--- config.mk ---
export PLATFORM = sky130hd
export DESIGN_NAME = lcr_uart
export DESIGN_NICKNAME = d
export VERILOG_FILES = /design/src/rtl/lcr_uart_pkg.sv /design/src/rtl/lcr_uart_tick.sv /design/src/rtl/lcr_uart_fifo.sv /design/src/rtl/lcr_uart_tx.sv /design/src/rtl/lcr_uart_rx.sv /design/src/rtl/lcr_uart.sv
export SDC_FILE = /design/constraint.sdc
export NUM_CORES = 1
export LEC_CHECK = 0
export ABC_AREA = 1
export BUFFER_PORTS_ARGS = -buffer_cell sky130_fd_sc_hd__buf_2
export CAP_MARGIN = 40
export CORE_UTILIZATION = 45
export DETAILED_ROUTE_END_ITERATION = 6
export GPL_TIMING_DRIVEN = 0
export SETUP_SLACK_MARGIN = 0.4
export SYNTH_ARGS = -nofsm -noshare
export SYNTH_HDL_FRONTEND = slang
export SYNTH_HIERARCHICAL = 1
export SYNTH_SLANG_ARGS = --single-unit
--- constraint.sdc ---
create_clock -name clk -period 6.45 [get_ports clk]
set_input_delay 0.645 -clock clk [delete_from_list [all_inputs] [get_ports clk]]
set_output_delay 0.645 -clock clk [all_outputs]
set_load 0.05 [all_outputs]
--- src/rtl/lcr_uart_pkg.sv ---
package lcr_uart_pkg;
  localparam int CFG_W = 19;
  localparam int DIV_W = 12;

  // Field order matches control word bit positions (MSB first).
  typedef struct packed {
    logic [1:0]       len;
    logic             fifo_on;
    logic             two_stop;
    logic             even;
    logic             par_on;
    logic             brk;
    logic [DIV_W-1:0] div;
  } lcr_cfg_t;

  typedef enum logic [2:0] {S_IDLE, S_START, S_DATA, S_PAR, S_STOP} frame_st_t;

  function automatic logic [7:0] len_mask(input logic [1:0] len);
    return 8'hFF >> (2'd3 - len);
  endfunction

  // index of the last data bit: 4 + len
  function automatic logic [2:0] last_bit(input logic [1:0] len);
    return {1'b1, len};
  endfunction
endpackage

--- src/rtl/lcr_uart_tick.sv ---
module lcr_uart_tick #(
  parameter int DW = 12
) (
  input  logic          clk,
  input  logic          rst,
  input  logic          en,
  input  logic [DW-1:0] div,
  output logic          tick
);
  logic [DW-1:0] cnt;

  always_ff @(posedge clk) begin
    if (rst || !en) begin
      cnt  <= '0;
      tick <= 1'b0;
    end else if (cnt >= div) begin
      cnt  <= '0;
      tick <= 1'b1;
    end else begin
      cnt  <= cnt + DW'(1);
      tick <= 1'b0;
    end
  end
endmodule

--- src/rtl/lcr_uart_fifo.sv ---
module lcr_uart_fifo #(
  parameter int W        = 8,
  parameter int DEPTH    = 16,
  parameter bit MARK_EN  = 1'b0,
  parameter int MARK_BIT = 0
) (
  input  logic         clk,
  input  logic         rst,
  input  logic         flush,
  input  logic         single,
  input  logic         push,
  input  logic [W-1:0] din,
  input  logic         pop,
  output logic [W-1:0] dout,
  output logic         empty,
  output logic         full
);
  localparam int AW = $clog2(DEPTH);
  localparam logic [AW:0] CAP = (AW+1)'(DEPTH);

  logic [W-1:0]  mem [DEPTH];
  logic [AW-1:0] wp, rp;
  logic [AW:0]   cnt;
  logic          do_pop, do_push;

  assign empty   = (cnt == '0);
  assign full    = single ? (cnt != '0) : (cnt >= CAP);
  assign do_pop  = pop && !empty;
  assign do_push = push && (!full || do_pop);
  assign dout    = mem[rp];

  always_ff @(posedge clk) begin
    if (rst || flush) begin
      wp  <= '0;
      rp  <= '0;
      cnt <= '0;
    end else begin
      if (do_push) wp <= wp + AW'(1);
      if (do_pop)  rp <= rp + AW'(1);
      cnt <= cnt + (AW+1)'(do_push) - (AW+1)'(do_pop);
    end
  end

  generate
    if (MARK_EN) begin : g_mark
      // Dropped push tags the newest stored entry.
      always_ff @(posedge clk) begin
        if (do_push)
          mem[wp] <= din;
        else if (push && !empty)
          mem[wp - AW'(1)][MARK_BIT] <= 1'b1;
      end
    end else begin : g_plain
      always_ff @(posedge clk) begin
        if (do_push) mem[wp] <= din;
      end
    end
  endgenerate
endmodule

--- src/rtl/lcr_uart_tx.sv ---
module lcr_uart_tx
  import lcr_uart_pkg::*;
(
  input  logic       clk,
  input  logic       rst,
  input  logic       en,
  input  logic       tick,
  input  lcr_cfg_t   cfg,
  input  logic       fifo_empty,
  input  logic [7:0] fifo_data,
  output logic       pop,
  output logic       txd,
  output logic       active
);
  frame_st_t  st;
  logic [7:0] sh, din_m;
  logic       parb, scnt, line;
  logic [3:0] tcnt;
  logic [2:0] bcnt;
  logic       unused_cfg;

  assign unused_cfg = ^{cfg.div, cfg.fifo_on};
  assign din_m  = fifo_data & len_mask(cfg.len);
  assign pop    = en && (st == S_IDLE) && !fifo_empty;
  assign active = (st != S_IDLE);

  always_comb begin
    case (st)
      S_START: line = 1'b0;
      S_DATA:  line = sh[0];
      S_PAR:   line = parb;
      default: line = 1'b1;
    endcase
  end

  always_ff @(posedge clk) begin
    if (rst || !en) begin
      st <= S_IDLE; sh <= '0; parb <= 1'b0;
      tcnt <= '0; bcnt <= '0; scnt <= 1'b0;
    end else if (st == S_IDLE) begin
      if (pop) begin
        sh   <= din_m;
        parb <= ^din_m ^ ~cfg.even;
        tcnt <= '0; bcnt <= '0; scnt <= 1'b0;
        st   <= S_START;
      end
    end else if (tick) begin
      tcnt <= tcnt + 4'd1;
      if (tcnt == 4'd15) begin
        case (st)
          S_START: st <= S_DATA;
          S_DATA: begin
            sh   <= sh >> 1;
            bcnt <= bcnt + 3'd1;
            if (bcnt == last_bit(cfg.len)) st <= cfg.par_on ? S_PAR : S_STOP;
          end
          S_PAR:   st <= S_STOP;
          S_STOP: begin
            scnt <= 1'b1;
            if (scnt || !cfg.two_stop) st <= S_IDLE;
          end
          default: st <= S_IDLE;
        endcase
      end
    end
  end

  always_ff @(posedge clk) begin
    if (rst)          txd <= 1'b1;
    else if (!en)     txd <= 1'b1;
    else if (cfg.brk) txd <= 1'b0;
    else              txd <= line;
  end
endmodule

--- src/rtl/lcr_uart_rx.sv ---
module lcr_uart_rx
  import lcr_uart_pkg::*;
(
  input  logic        clk,
  input  logic        rst,
  input  logic        en,
  input  logic        tick,
  input  lcr_cfg_t    cfg,
  input  logic        rxd,
  output logic        push,
  output logic [10:0] word
);
  frame_st_t  st;
  logic       s1, s2, perr;
  logic [7:0] sh, aligned;
  logic [3:0] tcnt;
  logic [2:0] bcnt;
  logic       unused_cfg;

  assign unused_cfg = ^{cfg.div, cfg.fifo_on, cfg.two_stop, cfg.brk};
  assign aligned = sh >> (2'd3 - cfg.len);

  always_ff @(posedge clk) begin
    if (rst) begin
      s1 <= 1'b1; s2 <= 1'b1;
    end else begin
      s1 <= rxd;  s2 <= s1;
    end
  end

  always_ff @(posedge clk) begin
    if (rst || !en) begin
      st <= S_IDLE; sh <= '0; tcnt <= '0; bcnt <= '0;
      perr <= 1'b0; push <= 1'b0; word <= '0;
    end else begin
      push <= 1'b0;
      if (tick) begin
        case (st)
          S_IDLE: if (!s2) begin
            st <= S_START; tcnt <= '0; perr <= 1'b0;
          end
          S_START: begin
            tcnt <= tcnt + 4'd1;
            if (tcnt == 4'd7) begin
              tcnt <= '0; bcnt <= '0;
              st   <= s2 ? S_IDLE : S_DATA;
            end
          end
          S_DATA: begin
            tcnt <= tcnt + 4'd1;
            if (tcnt == 4'd15) begin
              sh   <= {s2, sh[7:1]};
              bcnt <= bcnt + 3'd1;
              if (bcnt == last_bit(cfg.len)) st <= cfg.par_on ? S_PAR : S_STOP;
            end
          end
          S_PAR: begin
            tcnt <= tcnt + 4'd1;
            if (tcnt == 4'd15) begin
              perr <= ^aligned ^ s2 ^ ~cfg.even;
              st   <= S_STOP;
            end
          end
          S_STOP: begin
            tcnt <= tcnt + 4'd1;
            if (tcnt == 4'd15) begin
              push <= 1'b1;
              word <= {1'b0, perr, ~s2, aligned};
              st   <= S_IDLE;
            end
          end
          default: st <= S_IDLE;
        endcase
      end
    end
  end
endmodule

--- src/rtl/lcr_uart.sv ---
module lcr_uart
  import lcr_uart_pkg::*;
#(
  parameter int FIFO_DEPTH = 16
) (
  input  logic        clk,
  input  logic        rst,
  input  logic        en,
  input  logic        cfg_we,
  input  logic [31:0] cfg_wdata,
  output logic [31:0] cfg_rdata,
  input  logic        tx_we,
  input  logic [7:0]  tx_wdata,
  input  logic        rx_re,
  output logic [10:0] rx_rdata,
  output logic        rx_empty,
  output logic        tx_full,
  output logic        tx_busy,
  output logic        txd,
  input  logic        rxd
);
  lcr_cfg_t   cfg_q;
  logic       tick, tx_empty, tx_pop, tx_active, rx_push;
  logic [7:0] tx_head;
  logic [10:0] rx_word;
  logic       unused_hi;

  assign unused_hi = ^cfg_wdata[31:CFG_W];

  always_ff @(posedge clk) begin
    if (rst)         cfg_q <= '0;
    else if (cfg_we) cfg_q <= cfg_wdata[CFG_W-1:0];
  end
  assign cfg_rdata = {{(32-CFG_W){1'b0}}, cfg_q};

  lcr_uart_tick #(.DW(DIV_W)) u_tick (
    .clk(clk), .rst(rst), .en(en), .div(cfg_q.div), .tick(tick)
  );

  lcr_uart_fifo #(.W(8), .DEPTH(FIFO_DEPTH), .MARK_EN(1'b0), .MARK_BIT(0)) u_txq (
    .clk(clk), .rst(rst), .flush(!en), .single(!cfg_q.fifo_on),
    .push(tx_we), .din(tx_wdata), .pop(tx_pop),
    .dout(tx_head), .empty(tx_empty), .full(tx_full)
  );

  lcr_uart_tx u_tx (
    .clk(clk), .rst(rst), .en(en), .tick(tick), .cfg(cfg_q),
    .fifo_empty(tx_empty), .fifo_data(tx_head), .pop(tx_pop),
    .txd(txd), .active(tx_active)
  );

  lcr_uart_rx u_rx (
    .clk(clk), .rst(rst), .en(en), .tick(tick), .cfg(cfg_q),
    .rxd(rxd), .push(rx_push), .word(rx_word)
  );

  lcr_uart_fifo #(.W(11), .DEPTH(FIFO_DEPTH), .MARK_EN(1'b1), .MARK_BIT(10)) u_rxq (
    .clk(clk), .rst(rst), .flush(!en), .single(!cfg_q.fifo_on),
    .push(rx_push), .din(rx_word), .pop(rx_re),
    .dout(rx_rdata), .empty(rx_empty), .full()
  );

  assign tx_busy = tx_active || !tx_empty;
endmodule

==> run summary, run 1 <==
GR peak layer -> met2
Total GRT Usage -> 22.5%
vias in the first global route -> 13,647
Num CTS Buffers -> 46
Post-synth EDFFs -> 304
Die W -> 209 um
Crit path max-delay family -> buffers and inverters
Bufs on Longest Clock Path -> 3
commonest cells in the netlist -> 437 x nand2_1, 356 x nor2_1, 304 x edfxtp_1, 157 x inv_1, 143 x o21ai_0
# setup viols final -> 0
Async S/R FF share, synth -> 0%
initial antenna violation count -> 0
largest net degree at the start of global routing -> 17
RSZ-0062 raised after global routing -> no
crit end category -> output pin
Final Hold Vio Count -> 0
Worst Path Max Fanout -> 10
Initial DRC Count -> 1,082
Synth cell types -> 48
synth warn -> 6
DR pass1 iterations -> 7
DR DRC count -> 0
worst stage delay on the critical path -> 540 ps
fin area -> 0.0221 mm2
Cells after Synth -> 2,043
Synth area leader -> edfxtp_1
top cells by area, synth -> edfxtp_1 47%, dfxtp_1 12%, nand2_1 8.5%, nor2_1 6.9%, o21ai_0 3.7%
count leader, synth -> nand2_1
Die Height -> 209 um
Seq/Total Area, Yosys -> 59.6%
Setup TNS -> 0 ps
nets -> 2,269
mean post-synth cell area -> 9.45 um2
Peak Freq -> 297 MHz
max_slew headroom -> 44.7%
Initial Utilization -> 45.8%
CTS tree -> done
cts repair resizes -> 0
Worst VDD drop -> 213 uV
Leak -> 8.08 nW
routed wire length -> 48.6 mm
via count -> 14,492
Mapped Area -> 0.0193 mm2
hold_buf cts -> 0
CTS Root Cell -> clkbuf_16
# port buffers -> 66
post-DP HPWL -> 33.4 mm
CTS H-Tree Depth -> 2
Clock transition at path regs -> 60 ps
Power per Cell Area -> 288 mW/mm2
Final Max Tran Viols -> 0
Crit Path Class -> flip-flop to output pin
Rows -> 75
met1 Usage GRT -> 30.3%
global placer's final weighted congestion -> 0.876
status -> completed
antenna cells -> 0
Worst Path Arrival -> 2730 ps
# IOs -> 94
Tcrit/Tclk final -> 52.3%
Synth top area share -> 47.3%
clock period minus worst slack -> 3370 ps
Vias/cell -> 5.25
Clock Latency Late Sink -> 590 ps
met2 GRT Util -> 36.5%
Area Growth Syn to Fin -> 14.2%
clk sinks -> 423
maxcap violations -> 0
DRT antenna net count -> 0
first-pass GRT wire length -> 75.8 mm
layout cell share with drive strength beyond 1 -> 13.4%
Worst Path Required -> 5800 ps
Core Region -> 0.0421 mm2
post-CTS setup repair buffer count -> 0
crit-path cells -> clkbuf_1 -> clkbuf_1 -> o211ai_1 -> o211ai_1 -> nand2_1 -> buf_2
Crit-path slowest cell -> clkbuf_1
DP Area -> 0.0205 mm2
ys flop type -> edfxtp_1
die area -> 0.0438 mm2
CP Buf/Inv Count -> 3
Max Clock Skew -> 25.2 ps
met3 usage -> 3.92%
drt wl/cell -> 17.6 um
critical path launch point type -> flip-flop
Hold Path Class -> primary input to flip-flop
synthesis-stage register bit count -> 423
Slew @ Worst Pin -> 826 ps
global route overflow -> 0
[flip-flops by register name (all words and copies together), names as in the netlist, 4 cells and up, named ones only]
signal,flops
u_txq/wp,4
u_rxq/rp,4
u_rxq/cnt,5
u_tick/cnt,12
u_tx/tcnt,4
u_tx/sh,8
u_rxq/wp,4
u_rx/word,10
cfg_rdata,19
u_rxq/mem,176
u_txq/cnt,5
u_txq/mem,128
u_rx/tcnt,4
u_rx/sh,8
u_txq/rp,4
[layout by cell type (no fill, tap or decap), drive strengths merged, types with 8 or more instances in the layout]
master    n
dfxtp   119
conb     14
xnor2     9
inv     177
nor3     16
buf     149
nand4     9
clkinv   12
ha       35
a21oi    58
o211ai   55
nor2    376
or2       8
nand3   127
clkbuf   94
o21ai   159
xor2     12
nand2   457
edfxtp  304
[metrics by stage]
stage	hold WS (ps)	total power, mW	std cells	util [%]	setup slack [ps]
floorplan	389	3.53	2055	-	3890
global placement	396	3.73	2660	48.3	3360
detailed placement	394	3.74	2676	48.7	3410
CTS	229	6.40	2759	52.3	3050
global route	243	6.59	2759	52.3	2990
finish	263	6.35	2759	52.3	3080
[path summary, 6_finish.rpt]
| path | start | to | slack [ps] | depth (start not counted) |
|---|---|---|---|---|
| setup / recovery | flip-flop | rx_rdata[3] | 3080 | 6 |
| hold / removal | rxd | u_rx/s1 | 260 | 2 |
| setup reg to reg | u_txq/cnt[2] | u_txq/mem[9][1] | 3420 | 15 |
| hold reg to reg | u_rx/s1 | u_rx/s2 | 410 | 1 |
[report_power, final]
group	leakage (nW)	switching, mW	internal (mW)	total (mW)
clock	0.746	1.07	1.60	2.66
combinational	3.97	0.516	0.207	0.722
sequential	3.37	0.0305	2.93	2.96
[cell type report]
class	instances	area, um2
sequential	423	11500
tap	539	674
buffer	98	623
fill	3809	20100
clock buffer	63	1290
inverter	175	664
timing repair buffer	82	488
clock inverter	20	244
multi-input combinational	1359	6560
[layer usage]
metal / vias to the layer above / part of all wire [%]
li1: 7078 / -
met1: 6868 / 44
met2: 449 / 46
met3: 97 / 6.6
met4: 0 / 3.1
met5: - / 0
[logic make-up after synthesis]
group,share of synthesized area (%)
DFF,59.6
buffers and inverters,6.67
xor gates and xnor gates,0.952
and+or+nand+nor,21.8
other,0.0389
AOI/OAI and AO/OA,8.43
adders and majority gates,2.47
[worst register-to-register path, cell delays in order (launching register included)]
cell	delay (ps)
dfxtp_1	340
inv_1	70
ha_1	190
inv_1	50
nor2_1	30
nand2_1	110
inv_1	100
nor2_1	140
nand2_2	120
inv_1	160
inv_1	70
nand3_2	130
nand2_1	120
inv_2	120
nand2_1	210
nor2_1	690
Power figures use the tool's default switching activity.
==> run 2, diff against run 1 <==
ABC_AREA = 0   (was 1)
clock period = 3.4 ns   (was 6.45 ns; I/O delays follow)
==> run 2 against run 1 <==
Effect of this change:
- register-to-register slack got worse by 3200 ps
- flip-flop and latch count did not move
- cell count fell by 28%
- hold slack got worse by 190 ps
- final area fell by 2.8%
- clock power rose by 72%
- utilization rose by 1.4 points
- largest cell class unchanged
- highest routed layer unchanged
==> run summary, run 2 <==
status -> completed
Reg with most FFs -> u_rxq/mem
Switching Fraction -> 24.5%
DR DRC count -> 0
Mapped Area -> 0.0183 mm2
DR pass1 iterations -> 5
CP Buf/Inv Count -> 7
crit-path most repeated cell -> inv_2
FF/Latch Area -> 0.0115 mm2
Crit Path Class -> flip-flop to flip-flop
post-DP HPWL -> 25.7 mm
Final Max Tran Viols -> 0
clk sinks -> 423
# IOs -> 94
DP Area -> 0.0196 mm2
CTS H-Tree Depth -> 2
drt wl/cell -> 18.8 um
mean post-synth cell area -> 14.8 um2
# setup viols final -> 0
CTS Root Cell -> clkbuf_16
via count -> 10,545
Hold Path Class -> primary input to flip-flop
fin area -> 0.0214 mm2
routed wire length -> 37.2 mm
max reg flops -> 176
largest net degree at the start of global routing -> 17
synth warn -> 6
worst stage delay on the critical path -> 350 ps
Clk pwr share -> 39.5%
Initial Utilization -> 45.9%
footprint of the multi-input gates -> 0.00635 mm2
clock period minus worst slack -> 3230 ps
Vias/cell -> 5.32
Bufs on Longest Clock Path -> 3
Total GRT Usage -> 18.7%
commonest non-fill, non-tap cells in the layout -> 304 x edfxtp_1, 118 x nor2_1, 117 x dfxtp_1
worst hold slack -> 70.7 ps
maxcap violations -> 0
crit end category -> flip-flop
commonest non-fill, non-tap cell in the layout -> edfxtp_1
Rows -> 73
Final Hold Vio Count -> 0
Crit-path slowest cell -> a311o_1
share of power burned in registers -> 48.3%
Worst Path Arrival -> 3660 ps
Peak Freq -> 310 MHz
global route overflow -> 0
Clock transition at path regs -> 60 ps
nets -> 1,507
Core Region -> 0.0399 mm2
Tcrit/Tclk final -> 94.9%
Worst Path Required -> 3830 ps
antenna cells -> 0
layout cell share with drive strength beyond 1 -> 26.1%
crit-path cells -> inv_2 -> ha_2 -> or3b_1 -> buf_6 -> nor2_2 -> and2b_2 -> nand2_4 -> clkinv_4 -> inv_2 -> a311o_1 -> buf_6 -> clkbuf_16 -> mux2i_1 -> ha_2 -> inv_2 -> fa_2 -> nand2b_4 -> a21oi_4 -> o21ai_1 -> nor3b_1
Crit path max-delay family -> simple AND/OR/NAND/NOR gates
Die Height -> 204 um
Int Pwr -> 8.76 mW
Worst Path Max Fanout -> 4
initial antenna violation count -> 0
Leak -> 7.17 nW
Max Clock Skew -> 16.0 ps
post-layout util -> 53.7%
Die W -> 204 um
Initial DRC Count -> 584
fillers -> 3,247
Power per Cell Area -> 541 mW/mm2
NetSw -> 2.84 mW
max_slew headroom -> 36.3%
vias in the first global route -> 10,631
Pwr Total -> 11.6 mW
Cells after Synth -> 1,239
Area Growth Syn to Fin -> 17.0%
CTS tree -> done
Slew @ Worst Pin -> 949 ps
DRT antenna net count -> 0
first-pass GRT wire length -> 59.5 mm
Num CTS Buffers -> 45
# port buffers -> 66
global placer's final weighted congestion -> 0.792
die area -> 0.0415 mm2
combinational power share -> 12.2%
Clock Latency Late Sink -> 570 ps
critical path launch point type -> flip-flop
Worst VDD drop -> 380 uV
RSZ-0062 raised after global routing -> yes
## run 2: metrics by stage
step / std cells / setup slack (ps) / TNS [ps]
after detailed placement: 1868 / -227 / -877
after global routing: 1983 / 52.8 / 0
after floorplan: 1251 / 160 / 0
after CTS: 1981 / 83.9 / 0
after global placement: 1842 / -766 / -35660
final: 1983 / 173 / 0
## run 2: worst paths after layout
check | cells after the start | to | slack, ps | start
setup / recovery | 20 | u_txq/cnt[4] | 170 | u_txq/cnt[2]
hold / removal | 3 | cfg_rdata[14] | 70 | cfg_wdata[14]
setup reg to reg | 20 | u_txq/cnt[4] | 170 | u_txq/cnt[2]
hold reg to reg | 1 | u_rx/s2 | 410 | u_rx/s1
## run 2: power groups by stage
stage          Clock, mW  Sequential, mW  Combinational (mW)
6_report            4.58            5.61                1.42
5_1_grt             4.91            5.61                1.55
4_1_cts             4.73            5.61                1.41
3_5_place_dp           0            5.72                1.34
3_3_place_gp           0            5.71                1.32
2_1_floorplan          0            5.75               0.997
## run 2: final cells by class
cell class,instances,area share (%)
Clock buffer,64,5.58
Sequential cell,423,53.7
Clock inverter,18,0.840
Multi-Input combinational cell,704,29.6
Timing Repair Buffer,125,3.81
Buffer,77,2.49
Inverter,47,0.881
Tap cell,525,3.06
## run 2: worst reg2reg max path, delay by kind of cell, from the launching register on
family	cells	cell delay [ps]
buffers and inverters	7	560
DFF	1	330
adders and majority gates	3	690
AOI/OAI and AO/OA	3	560
muxes	1	140
and+or+nand+nor	6	800
## run 2: per-layer routing
layer | track usage [%] | routed length (um)
met2 | 30.9 | 18200
met1 | 25.2 | 16600
met3 | 3.39 | 1670
met5 | 0 | 0
met4 | 5.32 | 720
## run 2: repair_timing
action,4_1_cts,5_1_grt
pin swaps,5,8
endpoints found under the setup margin,128,140
gates resized for setup,32,19
hold buffers,19,0
buffers inserted,12,1
endpoints found under the hold margin,19,0
